$ cat src/rtl/otg_pkg.sv
package otg_pkg;

    localparam int CFG_W       = 8;
    localparam int STOP_BIT    = 7;
    localparam int EXP_LSB     = 2;
    localparam int EXP_W       = 5;
    localparam int SRC_W       = 2;

    localparam logic [SRC_W-1:0] SRC_EXT  = 2'b00;
    localparam logic [SRC_W-1:0] SRC_REF  = 2'b01;
    localparam logic [SRC_W-1:0] SRC_HALF = 2'b10;
    localparam logic [SRC_W-1:0] SRC_POW2 = 2'b11;

    typedef enum logic [2:0] {
        ST_HALT  = 3'd0,
        ST_EXT   = 3'd1,
        ST_REF   = 3'd2,
        ST_HALF  = 3'd3,
        ST_POW2  = 3'd4,
        ST_SLAVE = 3'd5
    } otg_state_e;

    function automatic otg_state_e src_state(input logic [SRC_W-1:0] src);
        otg_state_e s;
        unique case (src)
            SRC_EXT:  s = ST_EXT;
            SRC_REF:  s = ST_REF;
            SRC_HALF: s = ST_HALF;
            default:  s = ST_POW2;
        endcase
        return s;
    endfunction

endpackage

$ cat src/rtl/otg_sync_edge.sv
module otg_sync_edge #(
    parameter int STAGES = 2
) (
    input  logic clk_i,
    input  logic rst_ni,
    input  logic async_i,
    output logic rise_o
);
    logic [STAGES-1:0] chain_q;
    logic              last_q;

    generate
        for (genvar g = 0; g < STAGES; g++) begin : g_stage
            if (g == 0) begin : g_first
                always_ff @(posedge clk_i or negedge rst_ni) begin
                    if (!rst_ni) chain_q[g] <= 1'b0;
                    else         chain_q[g] <= async_i;
                end
            end else begin : g_next
                always_ff @(posedge clk_i or negedge rst_ni) begin
                    if (!rst_ni) chain_q[g] <= 1'b0;
                    else         chain_q[g] <= chain_q[g-1];
                end
            end
        end
    endgenerate

    always_ff @(posedge clk_i or negedge rst_ni) begin
        if (!rst_ni) last_q <= 1'b0;
        else         last_q <= chain_q[STAGES-1];
    end

    assign rise_o = chain_q[STAGES-1] & ~last_q;
endmodule

$ cat src/rtl/otg_half_div.sv
module otg_half_div (
    input  logic clk_i,
    input  logic rst_ni,
    input  logic clr_i,
    input  logic en_i,
    output logic tick_o
);
    logic phase_q;

    always_ff @(posedge clk_i or negedge rst_ni) begin
        if (!rst_ni)     phase_q <= 1'b0;
        else if (clr_i)  phase_q <= 1'b0;
        else if (en_i)   phase_q <= ~phase_q;
    end

    assign tick_o = phase_q;
endmodule

$ cat src/rtl/otg_pow2_div.sv
module otg_pow2_div #(
    parameter int EXP_W   = 5,
    parameter int EXP_MAX = 30
) (
    input  logic             clk_i,
    input  logic             rst_ni,
    input  logic             clr_i,
    input  logic             en_i,
    input  logic [EXP_W-1:0] exp_i,
    output logic             tick_o
);
    localparam int CNT_W = EXP_MAX;

    logic [CNT_W-1:0] cnt_q;
    logic [CNT_W-1:0] last_val;

    // 1 << EXP_MAX wraps to zero, and zero minus one is the full count
    assign last_val = (CNT_W'(1) << exp_i) - CNT_W'(1);
    assign tick_o   = (cnt_q == last_val);

    always_ff @(posedge clk_i or negedge rst_ni) begin
        if (!rst_ni)     cnt_q <= '0;
        else if (clr_i)  cnt_q <= '0;
        else if (en_i)   cnt_q <= tick_o ? '0 : cnt_q + CNT_W'(1);
    end
endmodule

$ cat src/rtl/otg_clk_sel.sv
module otg_clk_sel
    import otg_pkg::*;
#(
    parameter int SYNC_STAGES = 2,
    parameter int EXP_MIN     = 3,
    parameter int EXP_MAX     = 30
) (
    input  logic             clk_i,
    input  logic             rst_ni,
    input  logic             cfg_we_i,
    input  logic [CFG_W-1:0] cfg_data_i,
    input  logic             ext_clk_i,
    input  logic             follow_i,
    input  logic             master_tick_i,
    output logic             tick_o,
    output logic             out_clk_o,
    output logic             masked_o,
    output logic             range_err_o
);
    otg_state_e       st_q, st_d;
    logic [SRC_W-1:0] src_q;
    logic [EXP_W-1:0] exp_q;
    logic             err_q;

    logic [EXP_W-1:0] wr_exp;
    logic [SRC_W-1:0] wr_src;
    logic             wr_bad;
    logic             ext_rise, half_tick, pow_tick;

    assign wr_exp = cfg_data_i[EXP_LSB +: EXP_W];
    assign wr_src = cfg_data_i[SRC_W-1:0];
    assign wr_bad = (int'(wr_exp) < EXP_MIN) || (int'(wr_exp) > EXP_MAX);

    // configuration fields
    always_ff @(posedge clk_i or negedge rst_ni) begin
        if (!rst_ni) begin
            src_q <= SRC_EXT;
            exp_q <= EXP_W'(EXP_MIN);
            err_q <= 1'b0;
        end else if (cfg_we_i) begin
            src_q <= wr_src;
            exp_q <= wr_bad ? EXP_W'(EXP_MIN) : wr_exp;
            err_q <= wr_bad && (wr_src == SRC_POW2);
        end
    end

    // state register
    always_ff @(posedge clk_i or negedge rst_ni) begin
        if (!rst_ni) st_q <= ST_HALT;
        else         st_q <= st_d;
    end

    // next-state logic
    always_comb begin
        st_d = st_q;
        if (cfg_we_i) begin
            st_d = cfg_data_i[STOP_BIT] ? ST_HALT : src_state(wr_src);
        end else begin
            unique case (st_q)
                ST_HALT:  st_d = ST_HALT;
                ST_SLAVE: st_d = follow_i ? ST_SLAVE : src_state(src_q);
                ST_EXT, ST_REF, ST_HALF, ST_POW2:
                          st_d = follow_i ? ST_SLAVE : st_q;
                default:  st_d = ST_HALT;
            endcase
        end
    end

    // output logic
    always_comb begin
        unique case (st_q)
            ST_HALT:  tick_o = 1'b0;
            ST_EXT:   tick_o = ext_rise;
            ST_REF:   tick_o = 1'b1;
            ST_HALF:  tick_o = half_tick;
            ST_POW2:  tick_o = pow_tick;
            ST_SLAVE: tick_o = master_tick_i;
            default:  tick_o = 1'b0;
        endcase
        masked_o  = (st_q == ST_HALT);
        out_clk_o = ~tick_o;
    end

    assign range_err_o = err_q;

    otg_sync_edge #(.STAGES(SYNC_STAGES)) u_sync (
        .clk_i   (clk_i),
        .rst_ni  (rst_ni),
        .async_i (ext_clk_i),
        .rise_o  (ext_rise)
    );

    otg_half_div u_half (
        .clk_i  (clk_i),
        .rst_ni (rst_ni),
        .clr_i  (cfg_we_i),
        .en_i   (st_q == ST_HALF),
        .tick_o (half_tick)
    );

    otg_pow2_div #(.EXP_W(EXP_W), .EXP_MAX(EXP_MAX)) u_pow2 (
        .clk_i  (clk_i),
        .rst_ni (rst_ni),
        .clr_i  (cfg_we_i),
        .en_i   (st_q == ST_POW2),
        .exp_i  (exp_q),
        .tick_o (pow_tick)
    );
endmodule

$ cat config.mk
export PLATFORM = sky130hd
export DESIGN_NAME = otg_clk_sel
export DESIGN_NICKNAME = d
export VERILOG_FILES = /design/src/rtl/otg_pkg.sv /design/src/rtl/otg_sync_edge.sv /design/src/rtl/otg_half_div.sv /design/src/rtl/otg_pow2_div.sv /design/src/rtl/otg_clk_sel.sv
export SDC_FILE = /design/constraint.sdc
export NUM_CORES = 1
export LEC_CHECK = 0
export BUFFER_PORTS_ARGS = -buffer_cell sky130_fd_sc_hd__clkbuf_2
export CAP_MARGIN = 20
export CORE_MARGIN = 2
export CORE_UTILIZATION = 67
export DETAILED_ROUTE_END_ITERATION = 6
export PLACE_DENSITY = 0.87
export SYNTH_ARGS = -nofsm -noshare
export SYNTH_HDL_FRONTEND = slang
export SYNTH_SLANG_ARGS = --single-unit
$ cat constraint.sdc
create_clock -name clk_i -period 11.6 [get_ports clk_i]
set_input_delay 2.32 -clock clk_i [delete_from_list [all_inputs] [get_ports clk_i]]
set_output_delay 2.32 -clock clk_i [all_outputs]
set_load 0.005 [all_outputs]
## After elaboration in Yosys (flattened, before gate mapping)

Index checks and enable logic that the tools add are counted.

| cells by class | value |
|---|---|
| multiplexer cells | 14 |
| div/mod/pow operators | 0 |
| reduce and logical (&&, ||, !) cells | 8 |
| add/sub/neg operators | 2 |
| multiply operators | 0 |
| eq/ne operators | 12 |
| $lt $le $gt $ge | 2 |
| shifts and indexed selects | 1 |
| bitwise operators | 4 |

Operators by type and width:

| cell | count |
|---|---|
| $mux W30 | 3 |
| $add A30 B1 Y30 const B | 1 |
| $eq A30 B30 Y1 | 1 |
| $shl A1 B5 Y30 const A | 1 |
| $sub A30 B2 Y30 const B | 1 |
| $pmux W3 S3 | 2 |
| $mux W3 | 4 |
| $eq A2 B2 Y1 const B | 3 |
| $eq A3 B2 Y1 const B | 2 |
| $eq A3 B3 Y1 const B | 2 |
| $pmux W3 S2 | 1 |
| $gt A5 B5 Y1 const B | 1 |
| $lt A5 B2 Y1 const B | 1 |
| $mux W5 | 1 |
| $pmux W1 S5 | 1 |
| $eq A2 B1 Y1 const B | 2 |
| $logic_not A2 Y1 | 2 |
| $reduce_bool A2 Y1 | 2 |
| $reduce_or A4 Y1 | 1 |
| $eq A3 B1 Y1 const B | 1 |
| $logic_not A3 Y1 | 1 |
| $ne A3 B3 Y1 const B | 1 |
| $not A1 Y1 | 3 |
| $mux W1 | 2 |
| other kinds (3) | 3 |

| word-level totals | value |
|---|---|
| register bits after elaboration | 45 |
| latch bits | 0 |
| input bits | 14 |
| memory bits (writable) | 0 |
| memories kept | 0 |
| memory bits (read-only) | 0 |

## Logic depth before layout (Yosys ltp)

| logic depth | value |
|---|---|
| depth after elaboration | 6 |
| mapped depth | 14 |

## Modules after synthesis

Synthesis repeated with hierarchy kept, for this count alone.

| unflattened totals | value |
|---|---|
| cells, all modules | 451 |
| area total of the unflattened synthesis | 3754.9 um^2 |

Modules (own cells, without submodules):

| module | area an instance (um^2) | instances | cells an instance |
|---|---|---|---|
| otg_pow2_div | 2896.5 | 1 | 357 |
| otg_clk_sel | 732.0 | 1 | 87 |
| otg_sync_edge | 88.8 | 1 | 4 |
| otg_half_div | 37.5 | 1 | 3 |

## Worst setup path after synthesis

OpenSTA, ideal clock, no wires.

| timing path | value |
|---|---|
| path type | register -> output |
| start | register exp_q[0] |
| end | output port tick_o |
| data required time | 9.280 ns |
| buffers on the path | 3 |
| path slack | 5.966 ns |
| arrival time | 3.314 ns |
| cell stages (with the launch flop) | 14 |
| cells stage by stage | dfstp_2 -> clkbuf_1 -> buf_2 -> nand3_1 -> ha_1 -> buf_2 -> or3b_2 -> o22ai_1 -> a21oi_1 -> xnor2_1 -> nor4b_1 -> nand4_4 -> nor3b_2 -> o31a_1 |

| on the way | value |
|---|---|
| longest elaborated chain between the ends | 4 |

RTL lines:

| what | RTL line | text |
|---|---|---|
| start, declared | otg_clk_sel.sv:22 | `logic [EXP_W-1:0] exp_q;` |
| start signal, assigned | otg_clk_sel.sv:38 | `exp_q <= EXP_W'(EXP_MIN);` |
| start signal, assigned | otg_clk_sel.sv:42 | `exp_q <= wr_bad ? EXP_W'(EXP_MIN) : wr_exp;` |
| $shl A1 B5 Y30 | otg_pow2_div.sv:18 | `assign last_val = (CNT_W'(1) << exp_i) - CNT_W'(1);` |
| $sub A30 B2 Y30 | otg_pow2_div.sv:18 |  |
| $eq A30 B30 Y1 | otg_pow2_div.sv:19 | `assign tick_o = (cnt_q == last_val);` |
| $pmux W1 S5 | otg_clk_sel.sv:71 | `unique case (st_q)` |
| end, declared | otg_clk_sel.sv:15 | `output logic tick_o,` |

No other way between the ends.

## Worst setup path in the final report

| timing path | value |
|---|---|
| start | register exp_q[3] |
| end | output port tick_o |

Same word-level chain as after synthesis.

==> metrics.cfg <==
[worst_setup_path]
path_cells = nor3_1 > nand3_1 > ha_1 > or3b_2 > o22ai_1 > a21oi_1 > xnor2_1 > nor4b_1 > nand4_4 > nor3b_2 > o31a_1 > clkbuf_2
critical_path.startpoint_type = register
cp_slowest_cell = dfrtp_1
timing_worst_setup_path_type = register to output port
crit_family = simple AND/OR/NAND/NOR gates
path_max_fanout = 36
required_ns = 9.28
cp_num_buf_inv = 1
critical-path-max-stage-delay_ns = 0.71
critical_path.endpoint_type = output port
worst-endpoint-arrival_ns = 4.71

[logic_synthesis]
synth.distinct_cells = 66
yosysTopAreaCell = dfrtp_1
synth_cells = 484
ys_async_sr_fraction_pct = 100
synth-edff-count = 0
synth_top_area_share_pct = 28.8
synthTopCellsByArea = dfrtp_1, nand2_1, nand4_1
yosys_register_bits = 45
syn_nets = 507
seq_area_frac_synth_pct = 30.2
synthFlopType = dfrtp_1
syn_avg_cell_area_um2 = 7.73
synth_common_cells = nand2_1, dfrtp_1, nand3_1
syn_area_mm2 = 0.00374
yosysWarnings = 0
yosysMostFrequentCell = nand2_1

[floorplanning]
rows = 27
io_pins = 18
fp.dieArea_mm2 = 0.00620
die_height_um = 78.7
die_x_um = 78.7
start_util_pct = 68.8
coreArea_mm2 = 0.00544

[place]
gp_congestion = 0.908
port_buffers = 17
dp_hpwl_um = 6620

[routing]
drc = 0
drt_first_pass_iters = 5
routed_wl_um = 9740
avgViaCountPerCell = 7.14
drtIter0Drc = 423
wl_per_cell_um = 18.1
dr_total_vias = 3846
antenna_left = 0

[pwr]
ir_drop_mv = 0.0754
leakagePower_nw = 1.45
total_power_uw = 389
power_density_mw_per_mm2 = 102

[clocking]
clk_latency_ns = 0.30
clockBufferDepth = 2
numCtsBuffers = 5
cts_setup_buffers = 0
hold_buffers = 0
cts.reportedPaths.clkPinSlew_ns = 0.08
cts.htree.levels = 2
clock_sinks = 45
root_buffer = clkbuf_8
cts_resized = 0
cts_tree = built

[grt]
gr-total-overflow = 0
grt_usage_pct = 32.4
grt_pass1_vias = 3298
grt_first_pass_wirelength_um = 16100
grt_max_degree = 46
grt_antenna_before_repair = 0

[sta]
drv_slew = 0
post-route-min-period_ns = 7.03
hold_violations = 0
tightest_slew_ns = 0.922
setup_viol_count_final = 0
slew_headroom_pct = 37.7
fmaxAchievable_ghz = 0.142
finalCritPeriodShare_pct = 60.6
tns_ns = 0
skew_ns = 0.00940
rsz0062_at_grt = no

[finish]
drive_above_1_share_pct = 9.42
fin_nets = 489
diodes = 0
area_delta_synth_final_pct = 2.44

[run]
max-cap-violations = 0

[outcome]
status = finished, final reports clean

[min_path]
hold_class = register to register

==> metrics by stage <==
stage	hold WS, ns	setup slack [ns]	util, %	area, um^2	cells
floorplan	0.331	5.97	-	3740	484
global placement	0.344	5.08	68.9	3750	531
detailed placement	0.350	5.00	68.9	3750	531
CTS	0.381	4.66	70.4	3830	539
global route	0.391	4.27	70.4	3830	539
finish	0.379	4.57	70.4	3830	539
==> routing by layer <==
metal  vias up  routed length (um)  track usage [%]
li1       1782                   -                -
met1      1838                4220             46.5
met2       200                4550             51.1
met3        26                 763             4.09
met4         0                 207             10.5
met5         -                   0                0
==> report_power, final <==
part	switching (mW)	total (mW)	internal [mW]
clock	0.0529	0.0948	0.0419
combinational	0.0683	0.113	0.0442
sequential	0.0181	0.182	0.164
==> cell type report <==
class,instances,area (um^2)
well taps,72,90.1
multi-input cells,372,2330
flip-flops and latches,45,1130
inverters,20,75.1
clock buffers,6,72.6
repair buffers,22,123
fillers,453,1610
clock inverters,2,10.0
==> worst paths after layout <==
path / start / end / slack, ns / depth (start not counted)
max in group asynchronous: rst_ni / exp_q[3] / 9.09 / 2
min: u_sync.chain_q[1] / u_sync.last_q / 0.38 / 0
max reg2reg: exp_q[3] / u_pow2.cnt_q[19] / 6.63 / 11
max: exp_q[3] / tick_o / 4.57 / 12
min in group asynchronous: rst_ni / u_pow2.cnt_q[1] / 2.08 / 2
min reg2reg: u_sync.chain_q[1] / u_sync.last_q / 0.38 / 0
==> worst register-to-register path, stage by stage (launching register included) <==
cell	delay [ns]
dfrtp_1	0.71
nor3_1	0.49
nand3_1	0.14
ha_1	0.47
or3b_2	0.59
o22ai_1	0.16
a21oi_1	0.10
xnor2_1	0.14
nor4b_1	0.45
nand4_4	0.54
nand2_1	0.82
o311ai_1	0.22
==> cells in the final DEF (no fill, tap or decap), drive strengths merged, types with 4 or more instances in the layout <==
cell type and n:
nand2 52, dfrtp 43, o21ai 39, nand3 29, nor2 27, nand4 27, clkbuf 23, a21oi 20
inv 19, nor3 18, o311ai 13, a31oi 11, xnor2 9, and3 9, ha 9, nor2b 7
xor2 7, nor4 7, o22ai 6, o31ai 5, or4 5, a211oi 5, o32ai 5, buf 5
nor3b 5, or3 4, or2 4, a2111oi 4
==> cell families (layout without fill, tap and decap cells) <==
logic type               after synthesis  after routing  share of synthesized area (%)
AND/OR/NAND/NOR                      205            205                           29.0
XOR/XNOR                              16             16                           3.75
AO/OA/AOI/OAI                        138            138                           25.3
multiplexers                           3              3                          0.836
adder cells (fa/ha/maj)               10             10                           3.28
flip-flops                            45             45                           30.2
buffers and inverters                 67             50                           7.63
==> flip-flops by register name, summed over array words and instances (netlist names) <==
register        cells
src_q               2
st_q                3
u_sync.chain_q      2
range_err_o         1
exp_q               5
u_half.tick_o       1
u_sync.last_q       1
u_pow2.cnt_q       30
No activity file was read; power rests on OpenSTA's default activity.
